File: config.mk
export PLATFORM = sky130hd
export DESIGN_NAME = saw_pattern_gen
export DESIGN_NICKNAME = d
export VERILOG_FILES = /design/src/rtl/saw_pattern_gen.sv
export SDC_FILE = /design/constraint.sdc
export NUM_CORES = 1
export LEC_CHECK = 0
export ABC_CLOCK_PERIOD_IN_PS = 3300
export BUFFER_PORTS_ARGS = -buffer_cell sky130_fd_sc_hd__buf_2
export CORE_ASPECT_RATIO = 0.9
export CORE_MARGIN = 3
export CORE_UTILIZATION = 30
export DETAILED_ROUTE_END_ITERATION = 6
export HOLD_SLACK_MARGIN = 0.06
export PLACE_DENSITY = 0.47
export SYNTH_ARGS = -nofsm -noshare
export SYNTH_HDL_FRONTEND = slang
export SYNTH_SLANG_ARGS = --single-unit
File: constraint.sdc
create_clock -name clk -period 3.3 [get_ports clk]
set_clock_uncertainty 0.05 [all_clocks]
set_input_delay 0.33 -clock clk [delete_from_list [all_inputs] [get_ports clk]]
set_output_delay 0.33 -clock clk [all_outputs]
set_load 0.01 [all_outputs]
File: src/rtl/saw_pattern_gen.sv
module saw_pattern_gen #(
  parameter int STEP_BITS = 14,
  parameter int HOLD_W    = 6,
  parameter int TB_W      = 4,
  parameter int PER_W     = 16,
  parameter int DLY_W     = 16,
  parameter int MIN_DELAY = 14
) (
  input  logic                        clk,
  input  logic                        rst_n,
  input  logic                        trig_n,
  input  logic [1:0]                  wave_sel,
  input  logic [HOLD_W-1:0]           step_hold,
  input  logic [TB_W-1:0]             timebase,
  input  logic [PER_W-1:0]            period,
  input  logic [DLY_W-1:0]            start_delay,
  output logic signed [STEP_BITS-1:0] sample,
  output logic                        running
);
  localparam int SEQ_BITS = STEP_BITS + 1;

  typedef enum logic [1:0] {S_IDLE, S_WAIT, S_RUN} state_t;

  state_t              state;
  logic                trig_q;
  logic [DLY_W-1:0]    dly_cnt;
  logic [TB_W-1:0]     tb_cnt;
  logic [HOLD_W-1:0]   hold_cnt;
  logic [PER_W-1:0]    per_cnt;
  logic [SEQ_BITS-1:0] step;

  wire trig_fall = trig_q & ~trig_n;
  wire is_tri    = wave_sel[1];

  wire [DLY_W-1:0]  dly_eff   = (start_delay < DLY_W'(MIN_DELAY)) ? DLY_W'(MIN_DELAY) : start_delay;
  wire [HOLD_W-1:0] hold_eff  = (step_hold == '0) ? HOLD_W'(1) : step_hold;
  wire [PER_W-1:0]  per_eff   = (period == '0) ? PER_W'(1) : period;
  wire [HOLD_W-1:0] hold_last = hold_eff - HOLD_W'(1);
  wire [PER_W-1:0]  per_last  = per_eff - PER_W'(1);

  wire tb_end   = (tb_cnt == timebase);
  wire hold_end = (hold_cnt == hold_last);
  wire per_end  = (per_cnt == per_last);

  wire [STEP_BITS-1:0] low_next  = step[STEP_BITS-1:0] + STEP_BITS'(1);
  wire [SEQ_BITS-1:0]  step_next = is_tri ? step + SEQ_BITS'(1) : {1'b0, low_next};

  wire [STEP_BITS-1:0] up_code   = {~step[STEP_BITS-1], step[STEP_BITS-2:0]};
  wire [STEP_BITS-1:0] down_code = ~up_code;
  wire                 go_down   = is_tri ? step[STEP_BITS] : wave_sel[0];
  wire [STEP_BITS-1:0] code      = go_down ? down_code : up_code;

  assign running = (state == S_RUN);
  assign sample  = running ? $signed(code) : '0;

  always_ff @(posedge clk or negedge rst_n) begin
    if (!rst_n) begin
      state    <= S_IDLE;
      trig_q   <= 1'b1;
      dly_cnt  <= '0;
      tb_cnt   <= '0;
      hold_cnt <= '0;
      per_cnt  <= '0;
      step     <= '0;
    end else begin
      trig_q <= trig_n;
      case (state)
        S_IDLE: begin
          if (trig_fall) begin
            state   <= S_WAIT;
            dly_cnt <= dly_eff - DLY_W'(1);
          end
        end
        S_WAIT: begin
          if (trig_n) begin
            state <= S_IDLE;
          end else if (dly_cnt == '0) begin
            state    <= S_RUN;
            tb_cnt   <= '0;
            hold_cnt <= '0;
            per_cnt  <= '0;
            step     <= '0;
          end else begin
            dly_cnt <= dly_cnt - DLY_W'(1);
          end
        end
        S_RUN: begin
          if (trig_n) begin
            state <= S_IDLE;
          end else if (!tb_end) begin
            tb_cnt <= tb_cnt + TB_W'(1);
          end else begin
            tb_cnt <= '0;
            if (per_end) begin
              per_cnt  <= '0;
              hold_cnt <= '0;
              step     <= '0;
            end else begin
              per_cnt <= per_cnt + PER_W'(1);
              if (hold_end) begin
                hold_cnt <= '0;
                step     <= step_next;
              end else begin
                hold_cnt <= hold_cnt + HOLD_W'(1);
              end
            end
          end
        end
        default: state <= S_IDLE;
      endcase
    end
  end
endmodule

==> impl_metrics.yaml, run 1 <==
route:
  drt-pass1-iter-count: 5
  via_per_inst: 5.36
  antenna_left: 0
  num_vias: 4606
  drt_iter0_markers: 288
  wirelength_mm: 13.1
  post_drt_wl_per_cell_um: 15.2
  drc: 0
yosys:
  yosys_most_used_dff: "dfrtp_1"
  synth_cell_types: 70
  yosys.area.top_type_share: 0.324
  syn_area_mm2: 0.00456
  ys_warn_count: 0
  yosysTopAreaCell: "dfrtp_1"
  synth-edff-count: 0
  synth.most_common_cell: "nor2_1"
  syn_inst: 564
  synthTopCellsByArea: "dfrtp_1 32%, xnor2_1 5.0%, nor2_1 4.9%, nand2_1 4.4%, xor2_1 4.0%"
  avgSynthCellArea_um2: 8.09
  synth_seq_cells: 60
  synthesis.nets: 618
  yosysSeqAreaShare: 0.329
  synth_commonest_cells: "60 x nor2_1, 59 x dfrtp_1, 53 x nand2_1"
  async_flop_share: 1.00
power:
  p_leak_nw: 2.50
  clkPwrFrac: 0.447
  switching_power_mw: 0.590
  ir_drop_v: 0.000224
  p_comb_frac: 0.163
  p_seq_frac: 0.390
  power_density_mw_per_mm2: 381
  p_sw_frac: 0.268
  internal_power_mw: 1.61
setup_path:
  crit_type: "in2reg"
  slowest_stage: "or4_4"
  cp_max_fo: 7
  cp-end-kind: "register"
  path_cells: "buf_6 -> or4_4 -> nor4_4 -> a21oi_1 -> ha_1 -> xnor2_1 -> a221o_1 -> nor4_1 -> o311ai_1 -> nor4_2 -> a41oi_4 -> nor2_1 -> buf_4 -> o21ai_0"
  cp.arrival_ns: 3.34
  r2r_cells: 7
  cp.required_ns: 3.46
  r2r-start: "dly_cnt[5]"
  slowest_delay_ns: 0.54
  start_kind: "primary input"
  r2r_end: "hold_cnt[4]"
  r2r_setup_slack_ns: 0.19
clock_network:
  root_buffer: "clkbuf_16"
  clk_pin_slew_ns: 0.05
  cts_tree: "yes"
  cts_buffers: 9
  cts.sinks: 60
  htreeDepth: 3
  clock_latency_ns: 0.33
  cts_buffer_depth: 2
grt:
  grt_max_degree: 38
  grt_pass1_vias: 4501
  overflow: 0
  antenna_found_initial: 0
  grt_pass1_wl_mm: 22.6
  track_usage: 0.166
sta:
  timing.final.crit_share: 0.965
  min_period_ns: 3.18
  rsz0062_at_grt: "yes"
  fin_tns_setup_ns: 0
  drv_slew: 0
  final-setup-viol-count: 0
  finalHoldViolations: 0
  slew_headroom: 0.592
  max_freq_mhz: 314
  worst_pin_slew_ns: 0.609
placed_design:
  hpwl_mm: 9.63
  dp.cells: 839
  routabilityCongestion: 0.831
  port_buffers: 61
floorplanning:
  core-area_mm2: 0.0148
  rows: 42
  start_util: 0.308
  dieArea_mm2: 0.0167
  die_h_um: 123
  dieWidth_um: 136
  io_pins: 62
final_layout:
  drive_gt1_frac: 0.233
  num_antenna_cells: 0
  syn2layout_area_growth_pct: 26.7
  stdcell_count: 860
  nets: 712
worst_hold_path:
  hp-class: "in2reg"
  hold-path-endpoint: "trig_q"
  min_from: "trig_n"
  hold_depth: 1
run_status:
  status: "complete, no violations"
run:
  maxCapViolCount: 0
## sequential cells by signal, summed over array words and instances (netlist names)
signal,count
dly_cnt,16
per_cnt,16
step,15
hold_cnt,6
tb_cnt,4
state,2
trig_q,1
## what timing repair did
item | in CTS | in global routing
buffers inserted | 0 | 4
endpoints found under the hold margin | 18 | 0
hold buffers | 1 | 0
resized for setup | 0 | 10
setup endpoints to repair | 0 | 34
## cell families after synthesis
kind of cell    after synthesis  synth area share
mux                           9            0.0200
flops                        60             0.329
simple gates                254             0.287
buf+inv                      46            0.0425
compound gates              141             0.212
fa+ha+maj                     7            0.0192
xor+xnor                     47            0.0902
## power by group through the flow
stage | clock network [mW] | registers (mW) | logic [mW]
5_1_grt | 1.04 | 0.871 | 0.412
2_1_floorplan | 0 | 0.851 | 0.224
6_report | 0.986 | 0.859 | 0.360
3_5_place_dp | 0 | 0.870 | 0.357
4_1_cts | 1.01 | 0.858 | 0.359
3_3_place_gp | 0 | 0.868 | 0.349
## worst max-delay path: cells and delay by family
family | cells | cell delay (ns)
AOI/OAI and AO/OA | 5 | 0.84
xor gates and xnor gates | 1 | 0.13
adders and majority gates | 1 | 0.32
buffers and inverters | 2 | 0.28
and+or+nand+nor | 5 | 1.43
## cell type report
type,count,area (um^2)
Multi-Input combinational cell,458,2930
Clock buffer,10,229
Clock inverter,5,77.6
Timing Repair Buffer,111,726
Fill cell,1552,9040
Sequential cell,60,1500
Inverter,18,67.6
Tap cell,198,248
## cell usage in the layout (no fill, tap or decap), drive strengths merged, types with 10 or more instances in the layout
master,Yosys,routed
dfrtp,59,59
xor2,21,21
a21oi,31,31
inv,18,18
nand3,34,34
nor2,61,61
nor4,12,12
and3,14,14
nand2,54,54
nor3,30,30
xnor2,26,26
buf,8,110
clkbuf,20,10
o21ai,29,29
## how the worst max path moves through the flow
stage                    from         end
floorplan           period[6]     step[3]
global placement    period[6]     step[4]
detailed placement  period[6]     step[4]
CTS                 period[6]    step[11]
global route        period[6]  per_cnt[2]
finish              period[6]     step[1]
## per-stage QoR
stage,total power [mW],util,hold WS [ns],setup slack (ns),cell area [um^2]
floorplan,1.08,-,-0.0156,-0.100,4600
global placement,1.22,0.362,0.291,-0.234,5370
detailed placement,1.23,0.362,0.297,-0.264,5370
CTS,2.23,0.384,0.0707,0.0703,5690
global route,2.32,0.390,0.0796,-0.103,5780
finish,2.20,0.390,0.0849,0.117,5780
## metal layers
layer / track usage / part of all wire / vias up
met2: 0.254 / 0.44 / 123
met3: 0.0277 / 0.044 / 15
met4: 0.0579 / 0.017 / 0
met5: 0 / 0 / -
met1: 0.236 / 0.50 / 2197
li1: - / - / 2271
No activity file was read; power rests on OpenSTA's default activity.
==> inputs of run 2 (changes only) <==
Settings changed: ABC_CLOCK_PERIOD_IN_PS 3300 to 3500.
Clock period 3.3 ns to 3.5 ns, I/O delays scaled along.
==> run 2 against run 1 <==
  * Global-route usage is 1.2 points lower
  * Largest cell class unchanged
  * Via count is 2.6% lower
  * Non-clock buffer count is 14 lower
  * Register-to-register slack better by 0.09 ns
  * First-iteration DRC count is 1.4% higher
==> impl_metrics.yaml, run 2 (synthesis gave the netlist of run 1 again) <==
worst_hold_path:
  hp-class: "in2reg"
  hold_depth: 1
sta:
  slew_headroom: 0.617
  timing.final.crit_share: 0.938
  min_period_ns: 3.28
  final-setup-viol-count: 0
  drv_slew: 0
  rsz0062_at_grt: "yes"
  max_freq_mhz: 305
  finalHoldViolations: 0
  worst_pin_slew_ns: 0.567
placed_design:
  hpwl_mm: 9.14
  dp.cells: 828
  placed_area_mm2: 0.00527
  port_buffers: 61
  routabilityCongestion: 0.796
setup_path:
  r2r_setup_slack_ns: 0.28
  cp_max_fo: 7
  crit_type: "in2reg"
  r2r-start: "dly_cnt[6]"
  start_kind: "primary input"
  cp.arrival_ns: 3.43
  r2r_cells: 8
  startpoint: "period[6]"
  endpoint: "step[6]"
  r2r_end: "step[6]"
  cp-end-kind: "register"
  cp.required_ns: 3.65
grt:
  track_usage: 0.154
  grt_max_degree: 40
  grt_pass1_wl_mm: 21.0
  overflow: 0
  grt_pass1_vias: 4170
  antenna_found_initial: 0
floorplanning:
  rows: 42
  dieWidth_um: 136
  die_h_um: 123
  start_util: 0.308
  dieArea_mm2: 0.0167
  core-area_mm2: 0.0148
  io_pins: 62
run:
  maxCapViolCount: 0
route:
  drt-pass1-iter-count: 5
  drt_iter0_markers: 292
  post_drt_wl_per_cell_um: 14.7
  wirelength_mm: 12.5
  drc: 0
  num_vias: 4486
  via_per_inst: 5.30
  antenna_left: 0
final_layout:
  drive_gt1_frac: 0.214
  stdcell_count: 847
  top_regs: "dly_cnt: 16 flops, per_cnt: 16 flops, step: 15 flops"
  stdcell_area_mm2: 0.00566
  layout_commonest_cell: "buf_2"
  num_antenna_cells: 0
  mostFrequentLayoutCells: "61 x buf_2, 59 x nor2_1, 59 x dfrtp_1, 52 x nand2_1, 34 x nand3_1"
  syn2layout_area_growth_pct: 24.1
  nets: 698
clock_network:
  cts_tree: "yes"
  cts.sinks: 60
  htreeDepth: 3
  root_buffer: "clkbuf_16"
  cts_buffers: 9
  cts_buffer_depth: 2
  clk_pin_slew_ns: 0.05
  post_cts_buffers: 0
  clock_latency_ns: 0.33
power:
  power_density_mw_per_mm2: 352
  ir_drop_v: 0.000193
  p_leak_nw: 2.44
run_status:
  status: "complete, no violations"
==> run 2: cell types whose count changed in the layout (fill, tap and decap cells not counted), sizes merged <==
cell / previous run / this run
buf: 110 / 94
clkinv: 2 / 5
clkbuf: 10 / 12
bufinv: 2 / 1
clkinvlp: 1 / 0
==> run 2: critical path, cell delays in order <==
cell	delay, ns
buf_2	0.11
or4_4	0.55
nor4_4	0.29
a21oi_1	0.11
ha_1	0.22
nor3b_2	0.19
nand4b_1	0.11
xnor2_1	0.09
a211o_1	0.31
nor4_4	0.30
a41oi_4	0.29
buf_12	0.23
o221ai_1	0.17
o31ai_1	0.11
==> run 2: worst min-delay path by stage <==
stage                 from    endpoint  slack, ns
CTS                 trig_n      trig_q       0.09
floorplan            rst_n  dly_cnt[0]      0.004
detailed placement   rst_n   tb_cnt[0]       0.32
global placement     rst_n   tb_cnt[0]       0.32
global route        trig_n      trig_q       0.09
finish              trig_n      trig_q       0.10
==> run 2: per-stage QoR <==
stage	total power [mW]	util	hold WS (ns)	setup TNS (ns)	setup WS, ns
after floorplan	1.01	-	0.00441	0	0.0214
after global placement	1.13	0.356	0.318	-2.81	-0.147
after detailed placement	1.14	0.356	0.320	-5.80	-0.246
after CTS	2.02	0.376	0.0873	0	0.0960
after global routing	2.11	0.382	0.0895	-0.119	-0.0433
final	1.99	0.382	0.102	0	0.217
==> run 2: power by group <==
group	total (mW)	internal (mW)	switching (mW)
registers	0.810	0.747	0.0627
clock network	0.860	0.544	0.316
logic	0.322	0.146	0.176
total	1.99	1.44	0.555
==> run 2: what timing repair did <==
action,4_1_cts,5_1_grt
hold buffers,1,0
setup endpoints to repair,0,24
resized for setup,0,9
endpoints found under the hold margin,20,0
==> run 2: layer usage <==
metal  global-route usage  vias up  routed length [um]
met5                    0        -                   0
met4               0.0592        0                 279
met3               0.0236       18                 461
met2                0.226       98                5500
met1                0.226     2137                6220
li1                     -     2233                   -
==> run 2: final cells by class <==
class | count | area (um^2)
clock buffers | 10 | 229
clock inverters | 6 | 55.1
fillers | 1554 | 9160
inverters | 18 | 67.6
multi-input cells | 458 | 2920
flip-flops and latches | 60 | 1500
well taps | 198 | 248
repair buffers | 97 | 638
==> inputs of run 3 (changes only) <==
Settings changed: CTS_BUF_LIST from default to sky130_fd_sc_hd__clkbuf_4 sky130_fd_sc_hd__clkbuf_8.
==> run 3 against run 2 <==
  * Flip-flop and latch count did not move
  * Die area unchanged
  * Combinational power barely moved
  * Sequential share of layout area up 0.44 points
  * Cell count rose by 0.12%
==> impl_metrics.yaml, run 3 (synthesis gave the netlist of run 1 again) <==
floorplanning:
  dieArea_mm2: 0.0167
  core-area_mm2: 0.0148
  die_h_um: 123
  io_pins: 62
  dieWidth_um: 136
  rows: 42
  start_util: 0.308
final_layout:
  multi_input_area_mm2: 0.00292
  stdcell_count: 848
  syn2layout_area_growth_pct: 22.1
  layout_commonest_cell: "buf_2"
  n_fill_cell: 1555
  nets: 699
  top_regs: "dly_cnt: 16 flops, per_cnt: 16 flops, step: 15 flops"
  drive_gt1_frac: 0.214
  num_antenna_cells: 0
  seq_area_mm2: 0.00150
  mostFrequentLayoutCells: "61 x buf_2, 59 x nor2_1, 59 x dfrtp_1, 52 x nand2_1, 34 x nand3_1"
route:
  drc: 0
  num_vias: 4467
  via_per_inst: 5.27
  drt_iter0_markers: 320
  wirelength_mm: 12.4
  drt-pass1-iter-count: 7
  antenna_left: 0
  post_drt_wl_per_cell_um: 14.6
clock_network:
  htreeDepth: 3
  root_buffer: "clkbuf_8"
  clock_latency_ns: 0.35
  cts_tree: "yes"
  post_cts_buffers: 0
  cts.sinks: 60
  cts_buffer_depth: 2
  cts_buffers: 9
  clk_pin_slew_ns: 0.07
setup_path:
  slowest_stage: "or4_4"
  cp_max_fo: 7
  cp-end-kind: "register"
  start_kind: "primary input"
  cp.arrival_ns: 3.43
  cp.required_ns: 3.67
  crit_family: "simple AND/OR/NAND/NOR gates"
  cp_common_cell: "nor4_4"
  crit_type: "in2reg"
  critPathBufInv: 2
  slowest_delay_ns: 0.55
  path_cells: "buf_2 -> or4_4 -> nor4_4 -> a21oi_1 -> ha_1 -> nor3b_2 -> nand4b_1 -> xnor2_1 -> a211o_1 -> nor4_4 -> a41oi_4 -> buf_12 -> o221ai_1 -> o31ai_1"
grt:
  grt.busiest_layer: "met2"
  track_usage: 0.154
  antenna_found_initial: 0
  met2_usage: 0.227
  grt_pass1_wl_mm: 20.9
  grt.met1_usage: 0.224
  grt_max_degree: 40
  grt_use_met3: 0.0236
  grt_pass1_vias: 4180
  overflow: 0
sta:
  rsz0062_at_grt: "yes"
  min_period_ns: 3.26
  max_freq_mhz: 307
  worst_pin_slew_ns: 0.564
  slew_headroom: 0.619
  finalHoldViolations: 0
  drv_slew: 0
  timing.final.crit_share: 0.931
  final-setup-viol-count: 0
  hold_slack_ns: 0.226
  fin_ws_ns: 0.241
run:
  maxCapViolCount: 0
run_status:
  status: "complete, no violations"
placed_design:
  routabilityCongestion: 0.796
  post-place-ws_ns: -0.246
  hpwl_mm: 9.14
  dp.cells: 828
  port_buffers: 61
power:
  ir_drop_v: 0.000163
  power_density_mw_per_mm2: 315
  p_leak_nw: 2.40
  finalPower_mw: 1.76
worst_hold_path:
  hp-class: "in2reg"
## run 3: power by group
part           leakage, nW  internal (mW)  switching [mW]
combinational         1.55          0.147           0.176
sequential           0.752          0.746          0.0634
clock                0.103          0.330           0.293
total                 2.40           1.22           0.533
## run 3: path summary, 6_finish.rpt
path,start,end,slack [ns],cells past startpoint
hold / removal,wave_sel[1],step[14],0.23,3
setup / recovery,period[6],step[6],0.24,14
min in group asynchronous,rst_n,tb_cnt[1],0.47,2
hold reg to reg,dly_cnt[7],dly_cnt[7],0.46,2
setup reg to reg,dly_cnt[6],step[6],0.29,8
max in group asynchronous,rst_n,hold_cnt[5],2.00,3
## run 3: metrics by stage
stage          cell area (um^2)  setup TNS [ns]   util
6_report                   5570               0  0.376
5_1_grt                    5570         -0.0190  0.376
4_1_cts                    5480               0  0.370
3_5_place_dp               5270           -5.80  0.356
3_3_place_gp               5270           -2.81  0.356
2_1_floorplan              4570               0      -
## run 3: cell type report
class / count / area share
Multi-Input combinational cell: 458 / 0.524
Sequential cell: 60 / 0.270
Timing Repair Buffer: 98 / 0.116
Tap cell: 198 / 0.0445
Clock buffer: 10 / 0.0236
Inverter: 18 / 0.0121
Clock inverter: 6 / 0.00989
## run 3: layer usage
metal  part of all wire  up-vias  wire, um
met2               0.44       83      5440
met5                  0        -         0
li1                   -     2230         -
met1               0.50     2133      6260
met4              0.024        0       303
met3              0.033       21       414
## run 3: tightest hold or removal path: stages
cell and delay [ns]:
buf_2 0.12, nand2_1 0.06, o21ai_1 0.06
## run 3: repair_timing
item                                    4_1_cts  5_1_grt
gates resized for setup                       0        8
endpoints found under the hold margin        21        0
hold buffers                                  2        0
endpoints found under the setup margin        0       15
